$ cat config.mk
export PLATFORM = sky130hd
export DESIGN_NAME = sdhc_ctl_glue
export DESIGN_NICKNAME = d
export VERILOG_FILES = /design/src/rtl/sdhc_glue_pkg.sv /design/src/rtl/sdhc_ctl_regs.sv /design/src/rtl/sdhc_issue_gate.sv /design/src/rtl/sdhc_irq_merge.sv /design/src/rtl/sdhc_ctl_glue.sv
export SDC_FILE = /design/constraint.sdc
export NUM_CORES = 1
export LEC_CHECK = 0
export ABC_CLOCK_PERIOD_IN_PS = 6200
export BUFFER_PORTS_ARGS = -buffer_cell sky130_fd_sc_hd__buf_2
export CORE_MARGIN = 2
export CORE_UTILIZATION = 54
export DETAILED_ROUTE_END_ITERATION = 6
export HOLD_SLACK_MARGIN = 0.03
export PLACE_DENSITY_LB_ADDON = 0.25
export SETUP_SLACK_MARGIN = 0.05
export SYNTH_ARGS = -nofsm -noshare
export SYNTH_HDL_FRONTEND = slang
export SYNTH_SLANG_ARGS = --single-unit
$ cat constraint.sdc
create_clock -name clk -period 6.2 [get_ports clk]
set_clock_uncertainty 0.1 [all_clocks]
set_input_delay 0.31 -clock clk [delete_from_list [all_inputs] [get_ports clk]]
set_output_delay 0.31 -clock clk [all_outputs]
set_load 0.05 [all_outputs]
$ cat src/rtl/sdhc_glue_pkg.sv
package sdhc_glue_pkg;
    localparam int AW = 8;
    localparam int DW = 32;
    localparam logic [AW-1:0] OFF_BUFPORT = 8'h20;
    localparam logic [AW-1:0] OFF_CLKCTL  = 8'h2C;
    localparam logic [AW-1:0] OFF_GCTL    = 8'h80;
    localparam logic [AW-1:0] OFF_GCTL2   = 8'h84;
    localparam logic [AW-1:0] OFF_ZERO    = 8'h8C;
    localparam logic [DW-1:0] GCTL2_RST   = 32'h7F5F3F1F;
    localparam int GC_PWRSEL_A = 12;
    localparam int GC_PWRSEL_B = 3;
    localparam int GC_BUFMASK  = 6;
    localparam int CK_SDEN     = 2;
    localparam int CK_STABLE   = 3;

    typedef enum logic [1:0] {
        GS_IDLE   = 2'd0,
        GS_GRANT  = 2'd1,
        GS_REJECT = 2'd2
    } gate_state_t;
endpackage

$ cat src/rtl/sdhc_ctl_regs.sv
module sdhc_ctl_regs
    import sdhc_glue_pkg::*;
(
    input  logic          clk,
    input  logic          rst_n,
    input  logic          bus_wr,
    input  logic [AW-1:0] bus_addr,
    input  logic [1:0]    bus_size,
    input  logic [DW-1:0] bus_wdata,
    output logic [DW-1:0] bus_rdata,
    input  logic [DW-1:0] buf_rdata,
    input  logic          card_present,
    output logic          sd_clk_on,
    output logic          pwr_sel,
    output logic [15:0]   clk_ctl_q
);
    localparam int NB = DW / 8;

    logic [DW-1:0] gctl_q, gctl2_q;
    logic [15:0]   clk_q;
    logic [2:0]    nbytes;

    always_comb begin
        unique case (bus_size)
            2'd0:    nbytes = 3'd1;
            2'd1:    nbytes = 3'd2;
            default: nbytes = 3'd4;
        endcase
    end

    function automatic logic [NB-1:0] lane_hits(input logic [AW-1:0] base,
                                                input logic [AW-1:0] a,
                                                input logic [2:0] n);
        logic [NB-1:0] m;
        for (int i = 0; i < NB; i++)
            m[i] = (a[AW-1:2] == base[AW-1:2]) && (i >= int'(a[1:0])) &&
                   (i < int'(a[1:0]) + int'(n));
        return m;
    endfunction

    function automatic logic [DW-1:0] merge(input logic [DW-1:0] old,
                                            input logic [NB-1:0] m,
                                            input logic [1:0] off,
                                            input logic [DW-1:0] wd);
        logic [DW-1:0] r;
        logic [DW-1:0] sh;
        r  = old;
        sh = wd << (8 * int'(off));
        for (int i = 0; i < NB; i++)
            if (m[i]) r[8*i +: 8] = sh[8*i +: 8];
        return r;
    endfunction

    logic [NB-1:0] hit_g, hit_g2, hit_ck;
    logic [DW-1:0] ck_new;
    assign hit_g  = bus_wr ? lane_hits(OFF_GCTL,   bus_addr, nbytes) : '0;
    assign hit_g2 = bus_wr ? lane_hits(OFF_GCTL2,  bus_addr, nbytes) : '0;
    assign hit_ck = bus_wr ? lane_hits(OFF_CLKCTL, bus_addr, nbytes) : '0;
    assign ck_new = merge({16'h0, clk_q}, hit_ck, bus_addr[1:0], bus_wdata);

    always_ff @(posedge clk) begin
        if (!rst_n) begin
            gctl_q  <= '0;
            gctl2_q <= GCTL2_RST;
            clk_q   <= '0;
        end else begin
            gctl_q  <= merge(gctl_q,  hit_g,  bus_addr[1:0], bus_wdata);
            gctl2_q <= merge(gctl2_q, hit_g2, bus_addr[1:0], bus_wdata);
            if (|hit_ck[1:0]) begin
                clk_q <= ck_new[15:0];
                if (hit_ck[0])
                    clk_q[CK_STABLE] <= ck_new[CK_SDEN] & card_present;
            end
        end
    end

    logic [DW-1:0] word, shifted, sizemask;
    always_comb begin
        unique case (bus_addr[AW-1:2])
            OFF_BUFPORT[AW-1:2]: word = gctl_q[GC_BUFMASK] ? '0 : buf_rdata;
            OFF_CLKCTL[AW-1:2]:  word = {16'h0, clk_q};
            OFF_GCTL[AW-1:2]:    word = gctl_q;
            OFF_GCTL2[AW-1:2]:   word = gctl2_q;
            default:             word = '0;
        endcase
        shifted  = word >> (8 * int'(bus_addr[1:0]));
        unique case (bus_size)
            2'd0:    sizemask = 32'h0000_00FF;
            2'd1:    sizemask = 32'h0000_FFFF;
            default: sizemask = 32'hFFFF_FFFF;
        endcase
        bus_rdata = shifted & sizemask;
    end

    assign sd_clk_on = clk_q[CK_SDEN];
    assign pwr_sel   = gctl_q[GC_PWRSEL_A] | gctl_q[GC_PWRSEL_B];
    assign clk_ctl_q = clk_q;

    p_stable_needs_en_r7: assert property (@(posedge clk) disable iff (!rst_n)
        clk_q[CK_STABLE] |-> clk_q[CK_SDEN]);
    p_stable_needs_card_r7: assert property (@(posedge clk) disable iff (!rst_n)
        $past(hit_ck[0] && !card_present) |-> !clk_q[CK_STABLE]);
    p_zero_word_r9: assert property (@(posedge clk) disable iff (!rst_n)
        (bus_addr[AW-1:2] == OFF_ZERO[AW-1:2]) |-> (bus_rdata == '0));
    p_buf_mask_r8: assert property (@(posedge clk) disable iff (!rst_n)
        (gctl_q[GC_BUFMASK] && bus_addr[AW-1:2] == OFF_BUFPORT[AW-1:2]) |-> (bus_rdata == '0));
endmodule

$ cat src/rtl/sdhc_issue_gate.sv
module sdhc_issue_gate
    import sdhc_glue_pkg::*;
(
    input  logic        clk,
    input  logic        rst_n,
    input  logic        issue_req,
    input  logic        sd_clk_on,
    input  logic        pwr_on,
    input  logic        pwr_sel,
    input  logic        data_inhibit,
    input  logic        xfer_stopped,
    input  logic [15:0] cmd_flags,
    output logic        issue_grant,
    output logic        issue_reject
);
    gate_state_t state_q, state_d;
    logic uses_dat, is_abort, power_ok, line_ok, allowed;

    always_comb begin
        uses_dat = cmd_flags[5] || (cmd_flags[1:0] == 2'b11);
        is_abort = (cmd_flags[7:6] == 2'b11);
        power_ok = pwr_on || !pwr_sel;
        line_ok  = !((data_inhibit || xfer_stopped) && uses_dat && !is_abort);
        allowed  = sd_clk_on && power_ok && line_ok;
    end

    always_ff @(posedge clk) begin
        if (!rst_n) state_q <= GS_IDLE;
        else        state_q <= state_d;
    end

    always_comb begin
        state_d = GS_IDLE;
        unique case (state_q)
            GS_IDLE, GS_GRANT, GS_REJECT:
                if (issue_req) state_d = allowed ? GS_GRANT : GS_REJECT;
            default: state_d = GS_IDLE;
        endcase
    end

    always_comb begin
        issue_grant  = 1'b0;
        issue_reject = 1'b0;
        unique case (state_q)
            GS_GRANT:  issue_grant  = 1'b1;
            GS_REJECT: issue_reject = 1'b1;
            default: ;
        endcase
    end

    p_one_pulse_r5: assert property (@(posedge clk) disable iff (!rst_n)
        issue_req |=> (issue_grant ^ issue_reject));
    p_quiet_r5: assert property (@(posedge clk) disable iff (!rst_n)
        !issue_req |=> !(issue_grant || issue_reject));
    p_clk_gate_r1: assert property (@(posedge clk) disable iff (!rst_n)
        issue_grant |-> $past(sd_clk_on));
    p_power_gate_r2: assert property (@(posedge clk) disable iff (!rst_n)
        issue_grant |-> !($past(!pwr_on) && $past(pwr_sel)));
    p_line_gate_r3: assert property (@(posedge clk) disable iff (!rst_n)
        issue_grant |-> !($past(data_inhibit || xfer_stopped) && $past(cmd_flags[5])
                          && $past(cmd_flags[7:6] != 2'b11)));
endmodule

$ cat src/rtl/sdhc_irq_merge.sv
module sdhc_irq_merge #(
    parameter int SW = 16,
    parameter int INS_BIT = 6,
    parameter int REM_BIT = 7
) (
    input  logic          clk,
    input  logic          rst_n,
    input  logic [SW-1:0] nor_sts,
    input  logic [SW-1:0] nor_sig_en,
    input  logic [SW-1:0] err_sts,
    input  logic [SW-1:0] err_sig_en,
    input  logic [2:0]    wake_en,
    output logic          slot_irq
);
    logic [3:0] term;
    always_comb begin
        term[0] = |(nor_sts & nor_sig_en);
        term[1] = |(err_sts & err_sig_en);
        term[2] = nor_sts[INS_BIT] & wake_en[1];
        term[3] = nor_sts[REM_BIT] & wake_en[2];
        slot_irq = |term;
    end

    p_err_raises_r6: assert property (@(posedge clk) disable iff (!rst_n)
        (|(err_sts & err_sig_en)) |-> slot_irq);
    p_quiet_when_clear_r6: assert property (@(posedge clk) disable iff (!rst_n)
        (nor_sts == '0 && err_sts == '0) |-> !slot_irq);
endmodule

$ cat src/rtl/sdhc_ctl_glue.sv
module sdhc_ctl_glue
    import sdhc_glue_pkg::*;
(
    input  logic          clk,
    input  logic          rst_n,
    input  logic          bus_wr,
    input  logic [7:0]    bus_addr,
    input  logic [1:0]    bus_size,
    input  logic [31:0]   bus_wdata,
    output logic [31:0]   bus_rdata,
    input  logic [31:0]   buf_rdata,
    input  logic          card_present,
    input  logic          pwr_on,
    input  logic          data_inhibit,
    input  logic          xfer_stopped,
    input  logic [15:0]   cmd_flags,
    input  logic          issue_req,
    output logic          issue_grant,
    output logic          issue_reject,
    input  logic [15:0]   nor_sts,
    input  logic [15:0]   nor_sig_en,
    input  logic [15:0]   err_sts,
    input  logic [15:0]   err_sig_en,
    input  logic [2:0]    wake_en,
    output logic          slot_irq
);
    logic        sd_clk_on, pwr_sel;
    logic [15:0] clk_ctl_q;

    sdhc_ctl_regs u_regs (
        .clk(clk), .rst_n(rst_n), .bus_wr(bus_wr), .bus_addr(bus_addr),
        .bus_size(bus_size), .bus_wdata(bus_wdata), .bus_rdata(bus_rdata),
        .buf_rdata(buf_rdata), .card_present(card_present),
        .sd_clk_on(sd_clk_on), .pwr_sel(pwr_sel), .clk_ctl_q(clk_ctl_q)
    );

    sdhc_issue_gate u_gate (
        .clk(clk), .rst_n(rst_n), .issue_req(issue_req), .sd_clk_on(sd_clk_on),
        .pwr_on(pwr_on), .pwr_sel(pwr_sel), .data_inhibit(data_inhibit),
        .xfer_stopped(xfer_stopped), .cmd_flags(cmd_flags),
        .issue_grant(issue_grant), .issue_reject(issue_reject)
    );

    sdhc_irq_merge #(.SW(16)) u_irq (
        .clk(clk), .rst_n(rst_n), .nor_sts(nor_sts), .nor_sig_en(nor_sig_en),
        .err_sts(err_sts), .err_sig_en(err_sig_en), .wake_en(wake_en),
        .slot_irq(slot_irq)
    );

    p_stable_top_r7: assert property (@(posedge clk) disable iff (!rst_n)
        clk_ctl_q[CK_STABLE] |-> sd_clk_on);
endmodule

======== Yosys cells after proc, flatten, opt, wreduce, memory -nomap -nowiden ========
Index checks and enable logic that the tools add are counted.
cells by class
  add/sub/neg operators ................... 1
  multipliers ............................. 0
  divide/modulo/power cells ............... 0
  order comparisons ....................... 7
  equal/unequal tests ..................... 9
  shift operators ......................... 2
  mux-type cells .......................... 12
  bitwise logic cells ..................... 7
  reduce and logical (&&, ||, !) cells .... 36
operators with widths
  kind                                                        count
  case mux 32 bit (4 select lines)                            1
  less-than comparator 3 x 32 -> 1 bit, first input constant  2
  case mux 32 bit (2 select lines)                            1
  OR reduction 34 bit                                         1
  AND 16 bit                                                  2
  AND 32 bit                                                  1
  less-than comparator 1 x 32 -> 1 bit, first input constant  1
  less-than comparator 2 x 32 -> 1 bit, first input constant  1
  2-to-1 mux 32 bit                                           1
  left shift 32 x 5 -> 32 bit                                 1
  right shift 32 x 5 -> 32 bit                                1
  logical AND 1 bit                                           22
  == test 6 x 4 -> 1 bit, second input constant               2
  == test 6 bit, second input constant                        2
  2-to-1 mux 4 bit                                            3
  == test 2 bit, second input constant                        3
  case mux 3 bit (2 select lines)                             1
  adder 2 x 3 -> 4 bit                                        1
  == test 2 x 1 -> 1 bit, second input constant               2
  >= comparator 1 x 2 -> 1 bit, first input constant          2
  logical NOT 2 bit                                           2
  2-to-1 mux 2 bit                                            2
  AND reduction 2 bit                                         2
  AND 1 bit                                                   3
  other kinds (8)                                             14
word-level totals
  register bits after elaboration ......... 82
  bits in latches ......................... 0
  RAM bits ................................ 0
  memory bits (read-only) ................. 0
  input bits .............................. 165
  output and inout bits ................... 35
  word-level logic and storage cells ...... 87
  memories ................................ 0

======== Depth between registers and ports, before layout ========
Gate-level depths: netlist (run 1).
  depth in word-level cells ............... 9
  gate-level depth with buffers ........... 11
  mapped depth without buffers ............ 9

======== Hierarchy ========
Synthesis (run 1) repeated with hierarchy kept, for this count alone.
unflattened totals
  cells, all modules ...................... 589
  area, all modules ....................... 5302.6 µm²
by module, submodules not included
  module           times used  cells each  area an instance (µm²)  seq. area each (µm²)
  sdhc_ctl_regs    1           555         5011.1                  1601.5
  sdhc_irq_merge   1           22          178.9                   0.0
  sdhc_issue_gate  1           12          112.6                   40.0

======== Least setup slack after synthesis (run 1) ========
Ideal clock, no wire load.
  path type ............................... input to output
  from .................................... in bus_addr[6]
  to ...................................... out bus_rdata[14]
  arrival time ............................ 2.995 ns
  required time ........................... 5.790 ns
  setup slack ............................. 2.795 ns
  stages .................................. 7
  buffers on the path ..................... 2
  cell sequence ........................... or4b_1 > buf_2 > or2_4 > buf_6 > o22a_1 > mux2_2 > o32ai_1
between the ends
  cells in the longest elaborated chain, start to end .. 4
  elaborated cells on any way between the ends .. 7
  classes of those cells .................. 4 x eq/ne; 1 x shift; 1 x mux; 1 x bitwise
RTL lines
  item                                                            RTL line             RTL
  start, declared                                                 sdhc_ctl_glue.sv:7   input logic [7:0] bus_addr,
  == test 6 bit / == test 6 x 4 -> 1 bit (equally long branches)  sdhc_ctl_regs.sv:79  unique case (bus_addr[AW-1:2])
  case mux 32 bit (4 select lines) (*)                            sdhc_ctl_regs.sv:79
  right shift 32 x 5 -> 32 bit (*)                                sdhc_ctl_regs.sv:86  shifted = word >> (8 * int'(bus_addr[1:0]));
  AND 32 bit (*)                                                  sdhc_ctl_regs.sv:92  bus_rdata = shifted & sizemask;
  end, declared                                                   sdhc_ctl_glue.sv:10  output logic [31:0] bus_rdata,
Every way passes the cells marked *; elsewhere a longest branch is shown, timed or not.

======== Worst setup path in the final report (run 1) ========
Ends and elaborated chain as after synthesis.

==> impl_results.html, run 1 <==
<table>
<tr><th>Metric</th><th>Value</th></tr>
<tr><th colspan="2">Outcome</th></tr>
<tr><td>Status</td><td>finished, final reports clean</td></tr>
<tr><th colspan="2">Critical path</th></tr>
<tr><td>Count of buffer and inverter cells on the critical path</td><td>2</td></tr>
<tr><td>Crit Path Class</td><td>in2out</td></tr>
<tr><td>Reg-to-reg critical path endpoint</td><td>u_gate.state_q[1]</td></tr>
<tr><td>Family of cells with the greatest summed delay on the critical path</td><td>simple AND/OR/NAND/NOR gates</td></tr>
<tr><td>Critical path endpoint category</td><td>output port</td></tr>
<tr><td>Flop-to-flop setup slack</td><td>between 5 and 6 ns</td></tr>
<tr><td>Data arrival time of the worst path</td><td>3.38 ns</td></tr>
<tr><td>CP Launch Type</td><td>primary input</td></tr>
<tr><td>Dominant cell type by count on the critical path</td><td>sky130_fd_sc_hd__buf_2</td></tr>
<tr><td>Register-to-Register Path Depth</td><td>3</td></tr>
<tr><td>Startpoint of the worst-slack reg-to-reg timing path</td><td>u_regs.gctl_q[12]</td></tr>
<tr><td>Worst EP required</td><td>~5.8 ns</td></tr>
<tr><td>Critical path cell sequence</td><td>buf_2 &gt; or4b_1 &gt; nor3_2 &gt; a22oi_1 &gt; mux2_2 &gt; o32ai_1 &gt; buf_2</td></tr>
<tr><td>Max stage delay on crit path</td><td>0.95 ns</td></tr>
<tr><td>Worst-path cell with the longest stage delay</td><td>sky130_fd_sc_hd__nor3_2</td></tr>
<tr><td>Worst Path Max Fanout</td><td>16</td></tr>
<tr><th colspan="2">Layout</th></tr>
<tr><td>FILL cells</td><td>a little under 800</td></tr>
<tr><td>Area growth, synth to finish</td><td>22.92%</td></tr>
<tr><td>Nets</td><td>931</td></tr>
<tr><td># diodes</td><td>0</td></tr>
<tr><td>Proportion of layout cells with a drive suffix above 1</td><td>30.86%</td></tr>
<tr><td>Final standard cell utilization of the core</td><td>68.49%</td></tr>
<tr><th colspan="2">Global route</th></tr>
<tr><td>Wire length of the first global-routing pass</td><td>roughly 26000 µm</td></tr>
<tr><td>Overall global routing resource usage</td><td>33.44%</td></tr>
<tr><td>Vias in the first global route</td><td>5129</td></tr>
<tr><td>Total grt overflow</td><td>0</td></tr>
<tr><td>Largest net degree at the start of global routing</td><td>around 90</td></tr>
<tr><td>Antenna violations before repair</td><td>0</td></tr>
<tr><th colspan="2">Power and ir drop</th></tr>
<tr><td>Share of power burned in combinational logic</td><td>17.1%</td></tr>
<tr><td>Part of the total power dissipated in the clock network</td><td>38.1%</td></tr>
<tr><td>Flop pwr share</td><td>44.8%</td></tr>
<tr><td>Worst vdd rail ir drop</td><td>120.3 µV</td></tr>
<tr><td>Net switching fraction of the power</td><td>28.07%</td></tr>
<tr><td>Int Pwr</td><td>0.8483 mW</td></tr>
<tr><td>Reported net switching power</td><td>0.3310 mW</td></tr>
<tr><td>Leakage power</td><td>between 2 and 3 nW</td></tr>
<tr><td>PwrDens</td><td>about 190 mW/mm²</td></tr>
<tr><td>Post-route total power</td><td>1.179 mW</td></tr>
<tr><th colspan="2">Detailed routing</th></tr>
<tr><td>DR DRC count</td><td>0</td></tr>
<tr><td>Vias</td><td>5590</td></tr>
<tr><td>Drt pass-1 iters</td><td>5</td></tr>
<tr><td>Ratio of routed vias to standard cells</td><td>6.232</td></tr>
<tr><td>Routed len/inst</td><td>a little under 20 µm</td></tr>
<tr><td>Final ANT Viol Nets</td><td>0</td></tr>
<tr><td>Total Wirelength</td><td>17680 µm</td></tr>
<tr><td>Total met3 wirelength after detailed routing</td><td>between 1500 and 2000 µm</td></tr>
<tr><td>Routed wire length on met2</td><td>slightly above 8000 µm</td></tr>
<tr><td>Wire length on met1</td><td>roughly 7000 µm</td></tr>
<tr><td>Number of DRC markers after the initial detailed-route iteration</td><td>517</td></tr>
<tr><td>Top routing layer used</td><td>met4</td></tr>
<tr><th colspan="2">Hold path</th></tr>
<tr><td>Hold Path Stages</td><td>3</td></tr>
<tr><td>Worst Hold Launch</td><td>issue_req</td></tr>
<tr><td>Hold Path Class</td><td>in2reg</td></tr>
<tr><td>End point of the worst hold path</td><td>u_gate.state_q[0]</td></tr>
<tr><th colspan="2">Clocking</th></tr>
<tr><td>Clock latency at the later pin of the worst-skew pair</td><td>0.36 ns</td></tr>
<tr><td>Clock Tree Root</td><td>sky130_fd_sc_hd__clkbuf_8</td></tr>
<tr><td>Clk sink count</td><td>between 80 and 90</td></tr>
<tr><td>Number of buffers added for setup after CTS</td><td>0</td></tr>
<tr><td>Post-cts sizing count</td><td>0</td></tr>
<tr><td>Clock slew at the register clock pins of the worst setup and hold paths</td><td>0.09 ns</td></tr>
<tr><td>H-tree depth</td><td>3</td></tr>
<tr><td>Bufs on Longest Clock Path</td><td>2</td></tr>
<tr><td>Number of buffers inserted by hold repair at cts</td><td>0</td></tr>
<tr><td>Clock buffers created by TritonCTS</td><td>9</td></tr>
<tr><td>Clock tree from TritonCTS</td><td>built</td></tr>
<tr><th colspan="2">Yosys</th></tr>
<tr><td>Top post-synthesis cells by area</td><td>sky130_fd_sc_hd__dfxtp_1, sky130_fd_sc_hd__mux2i_1, sky130_fd_sc_hd__nand2_1</td></tr>
<tr><td>Synth top area share</td><td>31.88%</td></tr>
<tr><td>Multiplexer share of the synthesized area</td><td>15.92%</td></tr>
<tr><td>Cell count after synthesis</td><td>between 600 and 700</td></tr>
<tr><td>Synthesized flop and latch total</td><td>82</td></tr>
<tr><td>Dominant combinational cell family by area after synthesis</td><td>compound AO/OA/AOI/OAI gates</td></tr>
<tr><td>Avg Cell Area, Syn</td><td>8.510 µm²</td></tr>
<tr><td>Post-synthesis cell type with the largest combined area</td><td>sky130_fd_sc_hd__dfxtp_1</td></tr>
<tr><td>Warnings from Yosys</td><td>0</td></tr>
<tr><td>Adder-cell share of the synthesized area</td><td>0.8748%</td></tr>
<tr><td>Synthesized-area fraction occupied by ao, oa, aoi and oai cells</td><td>27.83%</td></tr>
<tr><td>Most common cell in the synthesized netlist</td><td>sky130_fd_sc_hd__dfxtp_1</td></tr>
<tr><td>Library cells used by synthesis</td><td>58</td></tr>
<tr><td>FFs w/ async S/R, synth</td><td>0%</td></tr>
<tr><td>Sequential share of the synthesized area</td><td>31.88%</td></tr>
<tr><td>Syn Std Cell Area</td><td>0.005149 mm²</td></tr>
<tr><td>Simple-gate portion of the synthesized area</td><td>18.69%</td></tr>
<tr><td>Top cells by count, synth</td><td>sky130_fd_sc_hd__dfxtp_1, sky130_fd_sc_hd__mux2i_1, sky130_fd_sc_hd__nand2_1</td></tr>
<tr><td>Post-Synthesis Net Count</td><td>around 770</td></tr>
<tr><td>Flip-flop cell with the highest count after synthesis</td><td>sky130_fd_sc_hd__dfxtp_1</td></tr>
<tr><td>Number of synthesized flops with an enable pin</td><td>0</td></tr>
<tr><td>XOR/XNOR share of the synthesized area</td><td>0.1701%</td></tr>
<tr><th colspan="2">Timing</th></tr>
<tr><td>Period utilisation layout</td><td>between 60% and 70%</td></tr>
<tr><td>Worst Setup Slack, final</td><td>2.410 ns</td></tr>
<tr><td>Total count of max-transition violations in the final report</td><td>0</td></tr>
<tr><td>Number of hold-slack violations in the final timing report</td><td>0</td></tr>
<tr><td>Unrepaired setup endpoints after global routing</td><td>no</td></tr>
<tr><td>Setup TNS</td><td>0 ns</td></tr>
<tr><td>Maximum clock rate</td><td>0.2639 GHz</td></tr>
<tr><td>Actual slew at the worst max-slew pin</td><td>1.150 ns</td></tr>
<tr><td>Min Tclk post-route</td><td>3.790 ns</td></tr>
<tr><td>Headroom to the max-slew limit</td><td>23.21%</td></tr>
<tr><td>Setup violators final</td><td>0</td></tr>
<tr><th colspan="2">Die</th></tr>
<tr><td>Die boundary width</td><td>about 100 µm</td></tr>
<tr><td>Top-Level Pins</td><td>200</td></tr>
<tr><td>Height of the die</td><td>101.6 µm</td></tr>
<tr><td>Cell Rows</td><td>35</td></tr>
<tr><td>DIE AREA</td><td>a little over 0.01 mm²</td></tr>
<tr><td>Floorplan Core Area</td><td>0.009240 mm²</td></tr>
<tr><td>Initial cell density of the core</td><td>55.72%</td></tr>
<tr><th colspan="2">Placement</th></tr>
<tr><td>Setup Slack @ Placement</td><td>2.464 ns</td></tr>
<tr><td>I/O Buffers</td><td>187</td></tr>
<tr><td>Global placement routability congestion</td><td>0.9169</td></tr>
<tr><td>Detail Placement HPWL</td><td>approximately 13000 µm</td></tr>
<tr><th colspan="2">Run</th></tr>
<tr><td>Max-cap viol count</td><td>0</td></tr>
</table>
## per-stage QoR
step | hold slack [ns] | instances | instance area [µm²]
final | 0.09997 | 897 | 6329
after global placement | 0.3344 | 881 | 6102
after floorplan | 0.3248 | 605 | 5149
after detailed placement | 0.3466 | 881 | 6102
after global routing | 0.1186 | 897 | 6329
after CTS | 0.09947 | 897 | 6329
## per-layer routing
layer,vias to the layer above,global-route usage (%)
met2,367,54.76
met4,0,14.14
met3,52,5.797
met1,2583,43.45
met5,-,0
li1,2588,-
## power groups by stage
stage                     logic [mW]  registers [mW]  clock network [mW]
after global placement         0.192           0.541                   0
final                          0.201           0.529               0.449
after floorplan                0.111           0.541                   0
after detailed placement       0.196           0.541                   0
after global routing           0.215           0.529               0.479
after CTS                      0.197           0.529               0.449
## logic make-up (layout without fill, tap and decap cells)
kind of cell | after synthesis | in the layout
buffers and inverters | 57 | 220
xor gates and xnor gates | 1 | 1
DFF | 82 | 82
muxes | 81 | 81
and+or+nand+nor | 194 | 194
AOI/OAI and AO/OA | 187 | 187
adders and majority gates | 3 | 3
## registers in the layout (all words and copies together), names as in the netlist
| register | cells |
|---|---|
| u_regs.gctl_q | 32 |
| u_regs.clk_ctl_q | 16 |
| u_regs.gctl2_q | 32 |
| u_gate.state_q | 2 |
## cell type report
| type | instances | area, µm² | area share, % |
|---|---|---|---|
| clock buffers | 11 | 141.4 | 2.234 |
| clock inverters | 5 | 85.08 | 1.344 |
| inverters | 10 | 37.54 | 0.5931 |
| multi-input cells | 466 | 3273 | 51.72 |
| flip-flops and latches | 82 | 1642 | 25.94 |
| well taps | 129 | 161.4 | 2.550 |
| repair buffers | 194 | 988.4 | 15.62 |
## worst min-delay path, delay by kind of cell
| family | cells | cell delay, ns |
|---|---|---|
| buf+inv | 1 | 0.10 |
| simple gates | 2 | 0.11 |
## how the worst max path moves through the flow
stage,start,endpoint,cells after the start
2_1_floorplan,bus_addr[6],bus_rdata[14],7
3_3_place_gp,bus_addr[6],bus_rdata[14],7
4_1_cts,bus_addr[6],bus_rdata[14],7
6_report,bus_addr[6],bus_rdata[14],7
5_1_grt,bus_addr[6],bus_rdata[14],7
3_5_place_dp,bus_addr[6],bus_rdata[14],7
## placed cells by master (no fill, tap or decap), types with 7 or more instances in the layout
cell                       netlist  final
sky130_fd_sc_hd__mux2i_1        74     74
sky130_fd_sc_hd__nand3_1        36     36
sky130_fd_sc_hd__o211ai_1        7      7
sky130_fd_sc_hd__nor3_1          8      7
sky130_fd_sc_hd__mux2_2          7      7
sky130_fd_sc_hd__a211oi_1       14     14
sky130_fd_sc_hd__a22oi_1        33     33
sky130_fd_sc_hd__buf_4           0      7
sky130_fd_sc_hd__nand2_1        70     70
sky130_fd_sc_hd__nor2_1         20     20
sky130_fd_sc_hd__dfxtp_1        82     82
sky130_fd_sc_hd__o211a_1        13     13
sky130_fd_sc_hd__o21ai_0        33     33
sky130_fd_sc_hd__inv_1          10     10
sky130_fd_sc_hd__a21boi_0        7      7
sky130_fd_sc_hd__a21oi_1        18     18
sky130_fd_sc_hd__clkbuf_8        0     10
sky130_fd_sc_hd__nor2b_1        35     35
sky130_fd_sc_hd__o22ai_1        14     14
sky130_fd_sc_hd__buf_2           8    187
Note: power is estimated with default switching activity, not from simulation.
==> run 2, diff against run 1 <==
Settings changed: ABC_CLOCK_PERIOD_IN_PS 6200 to 3110, CORE_UTILIZATION 54 to 45.
Clock period 6.2 ns to 3.11 ns, I/O delays scaled along.
==> impl_results.html, run 2 (synthesized netlist as in run 1, its figures left out) <==
<table>
<tr><th>Metric</th><th>Value</th></tr>
<tr><th colspan="2">Clocking</th></tr>
<tr><td>Clock buffers created by TritonCTS</td><td>9 (unchanged)</td></tr>
<tr><td>Clk sink count</td><td>82 (unchanged)</td></tr>
<tr><td>Clock tree from TritonCTS</td><td>built (unchanged)</td></tr>
<tr><td>Post-cts sizing count</td><td>0 (unchanged)</td></tr>
<tr><td>Clock latency at the later pin of the worst-skew pair</td><td>0.34 ns (was 0.36 ns)</td></tr>
<tr><td>H-tree depth</td><td>3 (unchanged)</td></tr>
<tr><td>Clock slew at the register clock pins of the worst setup and hold paths</td><td>0.06 ns (was 0.09 ns)</td></tr>
<tr><td>Number of buffers added for setup after CTS</td><td>0 (unchanged)</td></tr>
<tr><td>Bufs on Longest Clock Path</td><td>2 (unchanged)</td></tr>
<tr><td>Clock Tree Root</td><td>sky130_fd_sc_hd__clkbuf_16 (was sky130_fd_sc_hd__clkbuf_8)</td></tr>
<tr><td>Number of buffers inserted by hold repair at cts</td><td>3 (was 0)</td></tr>
<tr><th colspan="2">Power and ir drop</th></tr>
<tr><td>Post-route total power</td><td>2.613 mW (was 1.179 mW)</td></tr>
<tr><td>Flop pwr share</td><td>40.4% (was 44.8%)</td></tr>
<tr><td>Worst vdd rail ir drop</td><td>267.5 µV (was 120.3 µV)</td></tr>
<tr><td>Net switching fraction of the power</td><td>26.20% (was 28.07%)</td></tr>
<tr><td>Leakage power</td><td>2.947 nW (was 2.814 nW)</td></tr>
<tr><td>Int Pwr</td><td>1.928 mW (was 0.8483 mW)</td></tr>
<tr><td>Share of power burned in combinational logic</td><td>16.0% (was 17.1%)</td></tr>
<tr><td>Reported net switching power</td><td>0.6847 mW (was 0.3310 mW)</td></tr>
<tr><td>PwrDens</td><td>396.1 mW/mm² (was 186.4 mW/mm²)</td></tr>
<tr><td>Part of the total power dissipated in the clock network</td><td>43.6% (was 38.1%)</td></tr>
<tr><th colspan="2">Die</th></tr>
<tr><td>Initial cell density of the core</td><td>45.68% (was 55.72%)</td></tr>
<tr><td>Top-Level Pins</td><td>200 (unchanged)</td></tr>
<tr><td>Floorplan Core Area</td><td>0.01127 mm² (was 0.009240 mm²)</td></tr>
<tr><td>Height of the die</td><td>111.0 µm (was 101.6 µm)</td></tr>
<tr><td>Cell Rows</td><td>39 (was 35)</td></tr>
<tr><td>DIE AREA</td><td>0.01231 mm² (was 0.01033 mm²)</td></tr>
<tr><td>Die boundary width</td><td>111.0 µm (was 101.6 µm)</td></tr>
<tr><th colspan="2">Hold path</th></tr>
<tr><td>Hold Path Stages</td><td>3 (unchanged)</td></tr>
<tr><td>Hold Path Class</td><td>in2reg (unchanged)</td></tr>
<tr><th colspan="2">Timing</th></tr>
<tr><td>Period utilisation layout</td><td>between 80 and 90%</td></tr>
<tr><td>Headroom to the max-slew limit</td><td>33.11% (was 23.21%)</td></tr>
<tr><td>Worst Setup Slack, final</td><td>0.3138 ns (was 2.410 ns)</td></tr>
<tr><td>Unrepaired setup endpoints after global routing</td><td>no (unchanged)</td></tr>
<tr><td>Number of hold-slack violations in the final timing report</td><td>0 (unchanged)</td></tr>
<tr><td>Actual slew at the worst max-slew pin</td><td>1.002 ns (was 1.150 ns)</td></tr>
<tr><td>Setup TNS</td><td>0 ns (unchanged)</td></tr>
<tr><td>Min Tclk post-route</td><td>2.796 ns</td></tr>
<tr><td>Maximum clock rate</td><td>between 0.3 and 0.4 GHz</td></tr>
<tr><td>Setup violators final</td><td>0 (unchanged)</td></tr>
<tr><td>Final Hold Slack</td><td>0.06056 ns (was 0.09997 ns)</td></tr>
<tr><td>Total count of max-transition violations in the final report</td><td>0 (unchanged)</td></tr>
<tr><th colspan="2">Placement</th></tr>
<tr><td>Detail Placement HPWL</td><td>13590 µm (was 12950 µm)</td></tr>
<tr><td>Placed Instance Area</td><td>0.006255 mm² (was 0.006102 mm²)</td></tr>
<tr><td>Global placement routability congestion</td><td>1.006 (was 0.9169)</td></tr>
<tr><td>I/O Buffers</td><td>187 (unchanged)</td></tr>
<tr><td>Setup Slack @ Placement</td><td>0.03697 ns (was 2.464 ns)</td></tr>
<tr><td>Number of cells in the design after placement</td><td>912 (was 881)</td></tr>
<tr><th colspan="2">Detailed routing</th></tr>
<tr><td>Final ANT Viol Nets</td><td>0 (unchanged)</td></tr>
<tr><td>Total Wirelength</td><td>18070 µm (was 17680 µm)</td></tr>
<tr><td>DR DRC count</td><td>0 (unchanged)</td></tr>
<tr><td>Vias</td><td>5642 (was 5590)</td></tr>
<tr><td>Drt pass-1 iters</td><td>5 (unchanged)</td></tr>
<tr><td>Routed len/inst</td><td>19.41 µm (was 19.71 µm)</td></tr>
<tr><td>Number of DRC markers after the initial detailed-route iteration</td><td>542 (was 517)</td></tr>
<tr><td>Ratio of routed vias to standard cells</td><td>6.060 (was 6.232)</td></tr>
<tr><th colspan="2">Critical path</th></tr>
<tr><td>Worst Path Max Fanout</td><td>10 (was 16)</td></tr>
<tr><td>Crit Path Class</td><td>in2reg (was in2out)</td></tr>
<tr><td>Register-to-Register Path Depth</td><td>3 (unchanged)</td></tr>
<tr><td>Max stage delay on crit path</td><td>0.84 ns (was 0.95 ns)</td></tr>
<tr><td>Family of cells with the greatest summed delay on the critical path</td><td>compound AO/OA/AOI/OAI gates (was simple AND/OR/NAND/NOR gates)</td></tr>
<tr><td>Count of buffer and inverter cells on the critical path</td><td>2 (unchanged)</td></tr>
<tr><td>Worst EP required</td><td>3.24 ns (was 5.79 ns)</td></tr>
<tr><td>Critical path endpoint category</td><td>flop (was output port)</td></tr>
<tr><td>Critical path cell sequence</td><td>buf_2 &gt; nor2_1 &gt; ha_1 &gt; inv_1 &gt; fa_1 &gt; mux2_2 &gt; a211oi_2 &gt; mux2i_1 &gt; nor2b_1 (was buf_2 &gt; or4b_1 &gt; nor3_2 &gt; a22oi_1 &gt; mux2_2 &gt; o32ai_1 &gt; buf_2)</td></tr>
<tr><td>Data arrival time of the worst path</td><td>2.93 ns (was 3.38 ns)</td></tr>
<tr><td>CP Launch Type</td><td>primary input (unchanged)</td></tr>
<tr><td>Worst-path cell with the longest stage delay</td><td>sky130_fd_sc_hd__a211oi_2 (was sky130_fd_sc_hd__nor3_2)</td></tr>
<tr><td>Cell count along the critical path</td><td>9 (was 7)</td></tr>
<tr><th colspan="2">Outcome</th></tr>
<tr><td>Status</td><td>finished, final reports clean (unchanged)</td></tr>
<tr><th colspan="2">Layout</th></tr>
<tr><td>Final Instance Area</td><td>0.006598 mm² (was 0.006329 mm²)</td></tr>
<tr><td># diodes</td><td>0 (unchanged)</td></tr>
<tr><td>Most frequent cells in the layout</td><td>sky130_fd_sc_hd__buf_2, sky130_fd_sc_hd__dfxtp_1, sky130_fd_sc_hd__mux2i_1 (unchanged)</td></tr>
<tr><td>Commonest non-fill, non-tap cell in the layout</td><td>sky130_fd_sc_hd__buf_2 (unchanged)</td></tr>
<tr><td>Nets</td><td>951 (was 931)</td></tr>
<tr><td>FILL cells</td><td>1031 (was 784)</td></tr>
<tr><td>Register cell area after layout</td><td>0.001642 mm² (unchanged)</td></tr>
<tr><td>Multi-input gate area in the final layout</td><td>0.003281 mm² (was 0.003273 mm²)</td></tr>
<tr><td>Final Instance Count excl. Fillers</td><td>931 (was 897)</td></tr>
<tr><td>Proportion of layout cells with a drive suffix above 1</td><td>32.11% (was 30.86%)</td></tr>
<tr><td>Area growth, synth to finish</td><td>28.14% (was 22.92%)</td></tr>
<tr><td>Final standard cell utilization of the core</td><td>58.53% (was 68.49%)</td></tr>
<tr><th colspan="2">Global route</th></tr>
<tr><td>Vias in the first global route</td><td>5386 (was 5129)</td></tr>
<tr><td>Overall global routing resource usage</td><td>29.15% (was 33.44%)</td></tr>
<tr><td>Antenna violations before repair</td><td>0 (unchanged)</td></tr>
<tr><td>Largest net degree at the start of global routing</td><td>63 (was 91)</td></tr>
<tr><td>Total grt overflow</td><td>0 (unchanged)</td></tr>
<tr><td>Wire length of the first global-routing pass</td><td>28700 µm (was 26390 µm)</td></tr>
<tr><th colspan="2">Run</th></tr>
<tr><td>Max-cap viol count</td><td>0 (unchanged)</td></tr>
</table>
-- run 2: final cells by class --
type / count / area share [%]
multi-input cells: 466 / 49.73
flip-flops and latches: 82 / 24.88
repair buffers: 214 / 17.37
clock buffers: 12 / 3.584
well taps: 143 / 2.712
clock inverters: 4 / 1.157
inverters: 10 / 0.5689
-- run 2: worst reg2reg max path: stages (launching register included) --
cell                       delay (ns)
sky130_fd_sc_hd__dfxtp_1         0.34
sky130_fd_sc_hd__nor2_1          0.14
sky130_fd_sc_hd__o221ai_1        0.14
sky130_fd_sc_hd__nor2b_1         0.15
-- run 2: routing by layer --
metal  vias up  track usage, %  share of wire (%)
met5         -               0                  0
met3        36           4.702                9.7
met2       329           45.52                 46
li1       2628               -                  -
met1      2649           40.83                 42
met4         0           10.42                2.4
-- run 2: final timing paths --
path / from / endpoint / slack [ns]
setup reg to reg: u_regs.gctl_q[12] / u_gate.state_q[1] / 2.14
hold / removal: bus_wdata[1] / u_regs.gctl2_q[1] / 0.06
setup / recovery: bus_size[1] / u_regs.clk_ctl_q[6] / 0.31
hold reg to reg: u_regs.gctl_q[22] / u_regs.gctl_q[22] / 0.35
-- run 2: power groups by stage --
| stage | clock, mW | sequential, mW | combinational [mW] |
|---|---|---|---|
| 2_1_floorplan | 0 | 1.08 | 0.221 |
| 3_3_place_gp | 0 | 1.08 | 0.397 |
| 3_5_place_dp | 0 | 1.08 | 0.406 |
| 4_1_cts | 1.14 | 1.06 | 0.411 |
| 5_1_grt | 1.19 | 1.06 | 0.451 |
| 6_report | 1.14 | 1.06 | 0.418 |
